==> src/rtl/pll_seq_pkg.sv <==
package pll_seq_pkg;
   localparam int FREQ_W = 11;
   localparam int M_W    = 13;
   localparam int N_W    = 6;
   localparam int P_W    = 4;
   localparam int EXT_W  = 12;
   localparam int TBL_N  = 5;

   // main control word bit positions (decoded by the PLL itself)
   localparam int PWRDN_BIT  = 23;
   localparam int BYPASS_BIT = 24;
   localparam int RESET_BIT  = 25;
   localparam int LOCK_BIT   = 31;

   typedef struct packed {
      logic [FREQ_W-1:0] mhz;
      logic [M_W-1:0]    m;
      logic [N_W-1:0]    n;
      logic [P_W-1:0]    p;
      logic [EXT_W-1:0]  ext;
   } pll_entry_t;

   typedef enum logic [1:0] {
      ERR_NONE     = 2'd0,
      ERR_BAD_PLL  = 2'd1,
      ERR_NO_ENTRY = 2'd2,
      ERR_NO_LOCK  = 2'd3
   } seq_err_e;

   function automatic pll_entry_t tbl_entry(input int idx);
      pll_entry_t e;
      case (idx)
         0:       e = '{mhz: 11'd400,  m: 13'd95,  n: 6'd2, p: 4'd1,  ext: 12'h031};
         1:       e = '{mhz: 11'd200,  m: 13'd127, n: 6'd0, p: 4'd15, ext: 12'h03F};
         2:       e = '{mhz: 11'd334,  m: 13'd667, n: 6'd4, p: 4'd9,  ext: 12'h14D};
         3:       e = '{mhz: 11'd1000, m: 13'd119, n: 6'd2, p: 4'd0,  ext: 12'h03D};
         default: e = '{mhz: 11'd50,   m: 13'd95,  n: 6'd2, p: 4'd15, ext: 12'h031};
      endcase
      return e;
   endfunction
endpackage

==> src/rtl/pll_cfg_lookup.sv <==
module pll_cfg_lookup
   import pll_seq_pkg::*;
#(
   parameter int ENTRIES = TBL_N
) (
   input  logic [FREQ_W-1:0] mhz_i,
   output logic              hit_o,
   output pll_entry_t        ent_o
);
   if (ENTRIES < 1 || ENTRIES > TBL_N) begin : g_bad_entries
      $error("pll_cfg_lookup: ENTRIES out of range");
   end

   logic [ENTRIES-1:0] match;

   for (genvar g = 0; g < ENTRIES; g++) begin : g_cmp
      localparam pll_entry_t ROW = tbl_entry(g);
      assign match[g] = (mhz_i == ROW.mhz);
   end

   always_comb begin
      ent_o = '0;
      for (int i = 0; i < ENTRIES; i++) begin
         if (match[i]) ent_o = ent_o | tbl_entry(i);
      end
   end

   assign hit_o = |match;
endmodule

==> src/rtl/pll_seq_cnt.sv <==
module pll_seq_cnt #(
   parameter int LIMIT = 4
) (
   input  logic clk,
   input  logic rst_n,
   input  logic clr_i,
   input  logic en_i,
   output logic last_o
);
   if (LIMIT < 1) begin : g_bad_limit
      $error("pll_seq_cnt: LIMIT must be at least 1");
   end

   if (LIMIT == 1) begin : g_single
      logic unused_single;
      assign unused_single = clr_i ^ clk ^ rst_n;
      assign last_o = en_i;
   end else begin : g_count
      localparam int CW = $clog2(LIMIT + 1);
      logic [CW-1:0] cnt_q;

      assign last_o = en_i && (cnt_q == CW'(LIMIT - 1));

      always_ff @(posedge clk or negedge rst_n) begin
         if (!rst_n)               cnt_q <= '0;
         else if (clr_i || last_o) cnt_q <= '0;
         else if (en_i)            cnt_q <= cnt_q + 1'b1;
      end


      cnt_in_range_chk: assert property (@(posedge clk) disable iff (!rst_n)
         cnt_q < CW'(LIMIT));
   end
endmodule

==> src/rtl/pll_reprog_seq.sv <==
module pll_reprog_seq
   import pll_seq_pkg::*;
#(
   parameter int NUM_PLL  = 5,
   parameter int SEL_W    = 3,
   parameter int CLK_MHZ  = 2,
   parameter int WAIT_US  = 100,
   parameter int POLL_MAX = 64,
   localparam int ADDR_W  = $clog2(2 * NUM_PLL)
) (
   input  logic              clk,
   input  logic              rst_n,
   input  logic              start_i,
   input  logic [SEL_W-1:0]  pll_sel_i,
   input  logic [FREQ_W-1:0] freq_mhz_i,
   output logic              wr_en_o,
   output logic [ADDR_W-1:0] wr_addr_o,
   output logic [31:0]       wr_data_o,
   output logic [ADDR_W-1:0] rd_addr_o,
   input  logic [31:0]       rd_data_i,
   output logic              busy_o,
   output logic              done_o,
   output logic              err_o,
   output logic [1:0]        err_code_o
);
   localparam int WAIT_CYC = CLK_MHZ * WAIT_US;

   if (NUM_PLL < 1) begin : g_bad_num
      $error("pll_reprog_seq: NUM_PLL must be at least 1");
   end
   if ((2 ** SEL_W) < NUM_PLL) begin : g_bad_sel
      $error("pll_reprog_seq: SEL_W too narrow for NUM_PLL");
   end
   if (SEL_W + 1 < ADDR_W) begin : g_bad_addr
      $error("pll_reprog_seq: SEL_W too narrow for address");
   end
   if (WAIT_CYC < 1 || POLL_MAX < 1) begin : g_bad_time
      $error("pll_reprog_seq: wait and poll limits must be positive");
   end

   typedef enum logic [3:0] {
      S_IDLE, S_CHK, S_WR1, S_WRX, S_WAIT, S_WR2, S_POLL, S_DONE, S_FAIL
   } seq_state_e;

   seq_state_e        state_q, state_d;
   logic [SEL_W-1:0]  sel_q;
   logic [FREQ_W-1:0] mhz_q;
   seq_err_e          code_q, code_d;

   logic       hit;
   pll_entry_t ent;
   logic       wait_last, poll_last;
   logic       locked;
   logic       bad_sel;

   logic [ADDR_W-1:0] main_addr, ext_addr;
   logic [RESET_BIT:0] cfg_hold, cfg_run;
   logic unused_rd;

   pll_cfg_lookup #(.ENTRIES(TBL_N)) u_lookup (
      .mhz_i (mhz_q),
      .hit_o (hit),
      .ent_o (ent)
   );

   pll_seq_cnt #(.LIMIT(WAIT_CYC)) u_wait_cnt (
      .clk    (clk),
      .rst_n  (rst_n),
      .clr_i  (state_q != S_WAIT),
      .en_i   (state_q == S_WAIT),
      .last_o (wait_last)
   );

   pll_seq_cnt #(.LIMIT(POLL_MAX)) u_poll_cnt (
      .clk    (clk),
      .rst_n  (rst_n),
      .clr_i  (state_q != S_POLL),
      .en_i   ((state_q == S_POLL) && !locked),
      .last_o (poll_last)
   );

   assign locked    = rd_data_i[LOCK_BIT];
   assign bad_sel   = (32'(sel_q) >= NUM_PLL);
   assign main_addr = ADDR_W'({sel_q, 1'b0});
   assign ext_addr  = ADDR_W'({sel_q, 1'b1});
   assign cfg_hold  = {1'b1, 1'b0, 1'b0, ent.p, ent.n, ent.m};
   assign cfg_run   = {1'b0, 1'b0, 1'b0, ent.p, ent.n, ent.m};
   assign unused_rd = ^rd_data_i[RESET_BIT:0];

   always_comb begin
      state_d = state_q;
      code_d  = code_q;
      case (state_q)
         S_IDLE: if (start_i) begin
            state_d = S_CHK;
            code_d  = ERR_NONE;
         end
         S_CHK: begin
            if (bad_sel) begin
               state_d = S_FAIL;
               code_d  = ERR_BAD_PLL;
            end else if (!hit) begin
               state_d = S_FAIL;
               code_d  = ERR_NO_ENTRY;
            end else begin
               state_d = S_WR1;
            end
         end
         S_WR1:  state_d = S_WRX;
         S_WRX:  state_d = S_WAIT;
         S_WAIT: if (wait_last) state_d = S_WR2;
         S_WR2:  state_d = S_POLL;
         S_POLL: begin
            if (locked) begin
               state_d = S_DONE;
            end else if (poll_last) begin
               state_d = S_FAIL;
               code_d  = ERR_NO_LOCK;
            end
         end
         S_DONE:  state_d = S_IDLE;
         S_FAIL:  state_d = S_IDLE;
         default: state_d = S_IDLE;
      endcase
   end

   always_ff @(posedge clk or negedge rst_n) begin
      if (!rst_n) begin
         state_q <= S_IDLE;
         code_q  <= ERR_NONE;
         sel_q   <= '0;
         mhz_q   <= '0;
      end else begin
         state_q <= state_d;
         code_q  <= code_d;
         if (state_q == S_IDLE && start_i) begin
            sel_q <= pll_sel_i;
            mhz_q <= freq_mhz_i;
         end
      end
   end

   always_comb begin
      wr_en_o   = 1'b0;
      wr_addr_o = main_addr;
      wr_data_o = '0;
      rd_addr_o = ext_addr;
      case (state_q)
         S_WR1: begin
            rd_addr_o = main_addr;
            wr_en_o   = 1'b1;
            wr_data_o = {rd_data_i[31:RESET_BIT+1], cfg_hold};
         end
         S_WRX: begin
            wr_en_o   = 1'b1;
            wr_addr_o = ext_addr;
            wr_data_o = 32'(ent.ext);
         end
         S_WR2: begin
            rd_addr_o = main_addr;
            wr_en_o   = 1'b1;
            wr_data_o = {rd_data_i[31:RESET_BIT+1], cfg_run};
         end
         default: ;
      endcase
   end

   assign busy_o     = (state_q != S_IDLE);
   assign done_o     = (state_q == S_DONE);
   assign err_o      = (state_q == S_FAIL);
   assign err_code_o = code_q;


   idle_quiet_chk: assert property (@(posedge clk) disable iff (!rst_n)
      !busy_o |-> !wr_en_o);


   busy_hold_chk: assert property (@(posedge clk) disable iff (!rst_n)
      (busy_o && !done_o && !err_o) |=> busy_o);


   hold_write_chk: assert property (@(posedge clk) disable iff (!rst_n)
      (state_q == S_WR1) |-> (wr_en_o && wr_data_o[RESET_BIT]
                              && !wr_data_o[BYPASS_BIT] && !wr_data_o[PWRDN_BIT]));


   ext_next_chk: assert property (@(posedge clk) disable iff (!rst_n)
      (state_q == S_WR1) |=> (wr_en_o && wr_addr_o[0]));


   release_write_chk: assert property (@(posedge clk) disable iff (!rst_n)
      (state_q == S_WR2) |-> (wr_en_o && !wr_data_o[RESET_BIT] && !wr_addr_o[0]));


   done_needs_lock_chk: assert property (@(posedge clk) disable iff (!rst_n)
      done_o |-> $past(rd_data_i[LOCK_BIT]));


   pulse_excl_chk: assert property (@(posedge clk) disable iff (!rst_n)
      !(done_o && err_o) && !(err_o && wr_en_o));


   bad_sel_quiet_chk: assert property (@(posedge clk) disable iff (!rst_n)
      (state_q == S_CHK && bad_sel) |=> (err_o && !wr_en_o));
endmodule

==> config.mk <==
export PLATFORM = sky130hd
export DESIGN_NAME = pll_reprog_seq
export DESIGN_NICKNAME = d
export VERILOG_FILES = /design/src/rtl/pll_seq_pkg.sv /design/src/rtl/pll_cfg_lookup.sv /design/src/rtl/pll_seq_cnt.sv /design/src/rtl/pll_reprog_seq.sv
export SDC_FILE = /design/constraint.sdc
export NUM_CORES = 1
export LEC_CHECK = 0
export BUFFER_PORTS_ARGS = -buffer_cell sky130_fd_sc_hd__buf_4
export CORE_ASPECT_RATIO = 0.5
export CORE_MARGIN = 2
export CORE_UTILIZATION = 34
export DETAILED_ROUTE_END_ITERATION = 16
export SETUP_SLACK_MARGIN = 0.05
export SLEW_MARGIN = 25
export SYNTH_ARGS = -nofsm -noshare
export SYNTH_HDL_FRONTEND = slang
export SYNTH_SLANG_ARGS = --single-unit
==> constraint.sdc <==
create_clock -name clk -period 4.95 [get_ports clk]
set_input_delay 0.2475 -clock clk [delete_from_list [all_inputs] [get_ports clk]]
set_output_delay 0.2475 -clock clk [all_outputs]
set_load 0.05 [all_outputs]
# Word-level counts from Yosys, hierarchy flattened
# Cells that the tools add are included.
[op_classes] n_eq_ne=23 addsub=2 muxes=30 bitwise_logic=4 reduce_logical=17 order_cmp=1
[ops] op="2-to-1 mux 35 bit" n=8
[ops] op="bitwise OR 35 bit" n=4
[ops] op="case mux 32 bit (3 select lines)" n=1
[ops] op="2-to-1 mux 29 bit" n=1
[ops] op="case mux 4 bit (7 select lines)" n=1
[ops] op="2-to-1 mux 4 bit" n=6
[ops] op="== test 11 x 9 -> 1 bit, second input constant" n=2
[ops] op="== test 4 x 3 -> 1 bit, second input constant" n=4
[ops] op="2-to-1 mux 8 bit" n=2
[ops] op="2-to-1 mux 7 bit" n=2
[ops] op="== test 11 x 10 -> 1 bit, second input constant" n=1
[ops] op="== test 11 x 6 -> 1 bit, second input constant" n=1
[ops] op="== test 11 x 8 -> 1 bit, second input constant" n=1
[ops] op="2-to-1 mux 2 bit" n=5
[ops] op="adder 8 x 1 -> 8 bit, second input constant" n=1
[ops] op="== test 4 x 2 -> 1 bit, second input constant" n=2
[ops] op="== test 8 bit, second input constant" n=1
[ops] op="!= test 4 x 3 -> 1 bit, second input constant" n=2
[ops] op="adder 7 x 1 -> 7 bit, second input constant" n=1
[ops] op="== test 7 x 6 -> 1 bit, second input constant" n=1
[ops] op="!= test 2 bit, second input constant" n=3
[ops] op="case mux 2 bit (3 select lines)" n=1
[ops] op="AND reduction 5 bit" n=1
[ops] op="OR reduction 5 bit" n=1
[ops] op="other kinds (17)" n=24
[totals] in_bits=49 regBits=35 word_cells=83 output_inout_bits=46

# Logic depth before layout (Yosys ltp)
[logic_depth] word_depth=11 depth_mapped=8 mapped_depth_nobuf=6

# Modules after synthesis
# From an unflattened synthesis, not the netlist that was laid out.
[hier_totals] hier_cells=274 hier_area_um2=2570.0
[by_module_without_submodules] mod="pll_reprog_seq" cells_per_inst=128 n_inst=1 seq_area_each_um2=500.5 area_each_um2=1333.8
[by_module_without_submodules] mod="pll_cfg_lookup" cells_per_inst=73 n_inst=1 seq_area_each_um2=0.0 area_each_um2=467.9
[by_module_without_submodules] mod="pll_seq_cnt (u_wait_cnt)" cells_per_inst=38 n_inst=1 seq_area_each_um2=200.2 area_each_um2=404.1
[by_module_without_submodules] mod="pll_seq_cnt (u_poll_cnt)" cells_per_inst=35 n_inst=1 seq_area_each_um2=175.2 area_each_um2=364.1

# Worst setup path after synthesis
# OpenSTA, ideal clock, no wires.
[synth_path] kind="register -> output" start="reg state_q[0]" end="out wr_data_o[15]" t_required_ns=4.703 stages_incl_launch_ff=9 t_arrival_ns=2.414 setup_slack_ns=2.289 path_buffers=3 path_cell_list="dfrtp_1 buf_4 nor2b_1 nand2_1 a21oi_2 inv_2 buf_2 nor2_1 buf_4"
[synth_via] elab_chain_len=2 word_cells_on_any_way=4 cone_classes="eq/ne: 3; mux: 1"
[synth_lines] item="from (decl)" line_no="pll_reprog_seq.sv:45" text="seq_state_e state_q, state_d;"
[synth_lines] item="from (signal assigned)" line_no="pll_reprog_seq.sv:134" text="state_q <= state_d;"
[synth_lines] item="== test 4 x 3 -> 1 bit or == test 4 x 2 -> 1 bit (tied branches)" line_no="pll_reprog_seq.sv:148" text="case (state_q)"
[synth_lines] item="case mux 32 bit (3 select lines) (*)" line_no="pll_reprog_seq.sv:148"
[synth_lines] item="to (decl)" line_no="pll_reprog_seq.sv:18" text="output logic [31:0] wr_data_o,"
# Every way passes the cells marked *; elsewhere a longest branch is shown, timed or not.

# Worst setup path in the final report
[layout_path] start="reg state_q[0]" end="out wr_data_o[3]"
# Same word-level chain as after synthesis.

==> results.md <==
- Post-CTS resize count: 0
- Post-route fraction of the period consumed by the critical path: 0.508
- Post-detailed-route count of antenna-violating nets: 0
- Total standard cell area after synthesis: between 2000 and 2500 um^2
- Clock latency on the worst-skew pair: about 280 ps
- Total I/O pin count: between 90 and 100
- Static Leakage: approximately 1.3 nW
- Number of I/O port buffers: 59
- Clock tree from TritonCTS: yes
- Area overhead of the layout relative to synthesis: 26.8%
- Root Buffer: sky130_fd_sc_hd__clkbuf_16
- Total overflow reported by the global router: 0
- Max-cap violations: 0
- Final net count: roughly 320
- Total buffers and inverters traversed by the critical path: 2
- Final setup TNS: 0 ps
- Highest layer used for signal routing: met4
- Detailed Route WL: 4.55 mm
- Final critical delay including setup and external delays: about 2500 ps
- Critical path peak fanout: 13
- Placement row count: 20
- Critical path cell sequence: nor2b_1 > nand2_1 > a21oi_2 > inv_2 > a31oi_1 > or2_2 > buf_4
- Slew Viols, Final: 0
- Total power density per cell area: 571 nW/um^2
- Outcome: complete, no violations
- CTS Buffer Depth: 2
- Layout cells sized above 1: 0.331
- Number of violations reported at the end of detailed-routing iteration 0: 61
- Overall Global Routing Usage: 0.140
- Number of warning messages in the yosys log: 0
- Number of buffers inserted for hold repair after clock tree synthesis: 1
- Count of final hold-check violations: 0
- # Post-CTS Setup Buffers: 0
- Worst-Margin Slew: 685 ps
- Data arrival at the endpoint of the critical path: between 2000 and 2500 ps
- Required time worst endpoint: between 4000 and 5000 ps
- Endpoints failing setup: 0
- Worst ir drop on vdd: approximately 0.24 mV
- Worst-path clk slew: 50 ps
- # clock sinks: 35
- Avg Vias per Cell: between 4 and 5
- Distinct cell type count of the synthesized netlist: 50
- Die Y-Extent: between 50 and 60 um
- Inst Count DP: approximately 350
- Max Clock Skew: 2.84 ps
- First drt pass iteration count: 4
- Pin count of the biggest net entering global routing: 36
- Maximum single-stage delay on the critical path: around 560 ps
- Horiz. Die Dim: between 100 and 150 um
- DRC errors left: 0
- Wire length of the first global-routing pass: ~7.6 mm
- Via count of the first global-routing pass: between 1,500 and 2,000
- Kind of critical path: flip-flop to primary output
- Routed wire length on met2: roughly 2.3 mm
- Total vias in the final route: around 1,700
- Kind of launch point of the worst setup path: flip-flop
- Sequential Area: ~880 um^2
- Antenna Diode Count: 0
- Met3 WL post-DR: around 180 um
- Post-route met1 wirelength: between 2 and 2.5 mm
- #FFs+latches synth: 35
- Worst slew margin: 0.542
- Clock buffer count from CTS: 5
- Mean instance size in the synthesized netlist: between 9 and 10 um^2
- Unrepaired setup endpoints after global routing: no
- GP Congestion: slightly below 0.8
- Area of the multi-input gates: roughly 1100 um^2
- Hold Crit Class: input port to flip-flop
- Number of enable flip-flop cells after synthesis: 0
- Routed length per placed instance: approximately 13 um
- Cell with the biggest individual delay on the critical path: sky130_fd_sc_hd__dfrtp_1
- Post-synth top flop: sky130_fd_sc_hd__dfrtp_1
- Share of the yosys chip area belonging to registers: 0.413
- Initial Util: 0.350
- Area of the core: 6060 um^2
- Non-filler instance count after layout: 360
- Total half-perimeter wirelength after legalization and detailed placement: about 3.4 mm
- Crit path max-delay family: compound AO/OA/AOI/OAI gates
- Fraction of the core area covered by cells at the end of the flow: 0.443
- Highest clock rate: 398 MHz
- Endpoint type of the worst setup path: primary output
- Synthesized instance count: 220
- Post-synth ARST share: 1.00
- Count of fill cells added during filler insertion: around 600
- Initial antenna violation count: 0
- Area enclosed by the die boundary: between 6000 and 7000 um^2
- CTS H-tree depth: 2
==> cells by family (layout without fill, tap and decap cells) <==
| group | Yosys count | in the layout | share of synthesized area |
|---|---|---|---|
| and+or+nand+nor | 97 | 97 | 0.271 |
| buffers and inverters | 30 | 74 | 0.0880 |
| xor gates and xnor gates | 10 | 10 | 0.0413 |
| muxes | 15 | 15 | 0.0815 |
| DFF | 35 | 35 | 0.413 |
| other | 1 | 9 | 0.00177 |
| AOI/OAI and AO/OA | 30 | 30 | 0.0910 |
| adders and majority gates | 2 | 2 | 0.0118 |
==> state kept, by name (all words and copies together), names as in the netlist <==
name and cells:
u_wait_cnt.g_count.cnt_q 8, u_poll_cnt.g_count.cnt_q 7, state_q 4, sel_q 3, err_code_o 2, mhz_q 11
==> placed cells by master (no fill, tap or decap), drive strengths merged, types with 5 or more instances in the layout <==
cell type / n
inv: 6
buf: 59
mux2: 15
xor2: 6
dfrtp: 35
nand2: 10
nand3: 11
o21ai: 5
nand4: 5
and3: 6
a21oi: 12
nor2: 25
clkbuf: 7
conb: 9
and2: 8
==> final timing paths <==
check                                                         from                                 endpoint  slack, ps  cells past startpoint
max in group asynchronous                                    rst_n  u_wait_cnt.g_count.cnt_q[3]$_DFFE_PN0P_       4180                      2
min in group asynchronous                                    rst_n                     mhz_q[6]$_DFFE_PN0P_        460                      2
min                                                   pll_sel_i[1]                     sel_q[1]$_DFFE_PN0P_        190                      2
max                                         state_q[0]$_DFFE_PN0P_                             wr_data_o[3]       2440                      7
min reg2reg                u_wait_cnt.g_count.cnt_q[0]$_DFFE_PN0P_  u_wait_cnt.g_count.cnt_q[0]$_DFFE_PN0P_        470                      1
max reg2reg                u_poll_cnt.g_count.cnt_q[0]$_DFFE_PN0P_                err_code_o[0]$_DFFE_PN0P_       2770                      6
==> area by class of cell <==
type | instances | share of cell area
repair buffers | 60 | 0.169
well taps | 88 | 0.0410
clock buffers | 7 | 0.0494
clock inverters | 1 | 0.00186
flip-flops and latches | 35 | 0.326
inverters | 6 | 0.00839
multi-input cells | 163 | 0.404
==> per-stage QoR <==
step	hold slack, ps	power (mW)	worst slack, ps	area [um^2]
5_1_grt	195	1.63	2210	2690
2_1_floorplan	-48.1	1.07	2290	2150
6_report	188	1.53	2440	2690
3_3_place_gp	223	1.23	2760	2540
4_1_cts	186	1.55	2430	2690
3_5_place_dp	228	1.24	2750	2540
==> layer usage <==
metal	vias up	track usage
met5	-	0
met4	0	0.0459
met3	4	0.0385
met2	34	0.241
met1	834	0.174
li1	857	-
==> Yosys cell counts (all sizes together), types with 3 or more instances <==
master | instances | area share
nor3 | 3 | 0.0095
a21oi | 12 | 0.030
and2 | 8 | 0.024
nor4 | 4 | 0.012
and3b | 3 | 0.012
xnor2 | 4 | 0.017
nand3 | 11 | 0.026
buf | 22 | 0.074
nand2 | 10 | 0.018
and4bb | 4 | 0.024
inv | 6 | 0.011
dfrtp | 35 | 0.41
mux2 | 15 | 0.082
nand4 | 5 | 0.015
nor2b | 4 | 0.012
or2 | 3 | 0.0089
o21ai | 5 | 0.012
xor2 | 6 | 0.025
and3 | 6 | 0.018
nor2 | 25 | 0.044
==> power breakdown <==
group	total (mW)	leakage, nW	internal (mW)	switching, mW
Combinational	0.736	0.742	0.273	0.463
Clock	0.299	0.0679	0.186	0.114
Sequential	0.498	0.451	0.376	0.122
No activity file was read; power rests on OpenSTA's default activity.
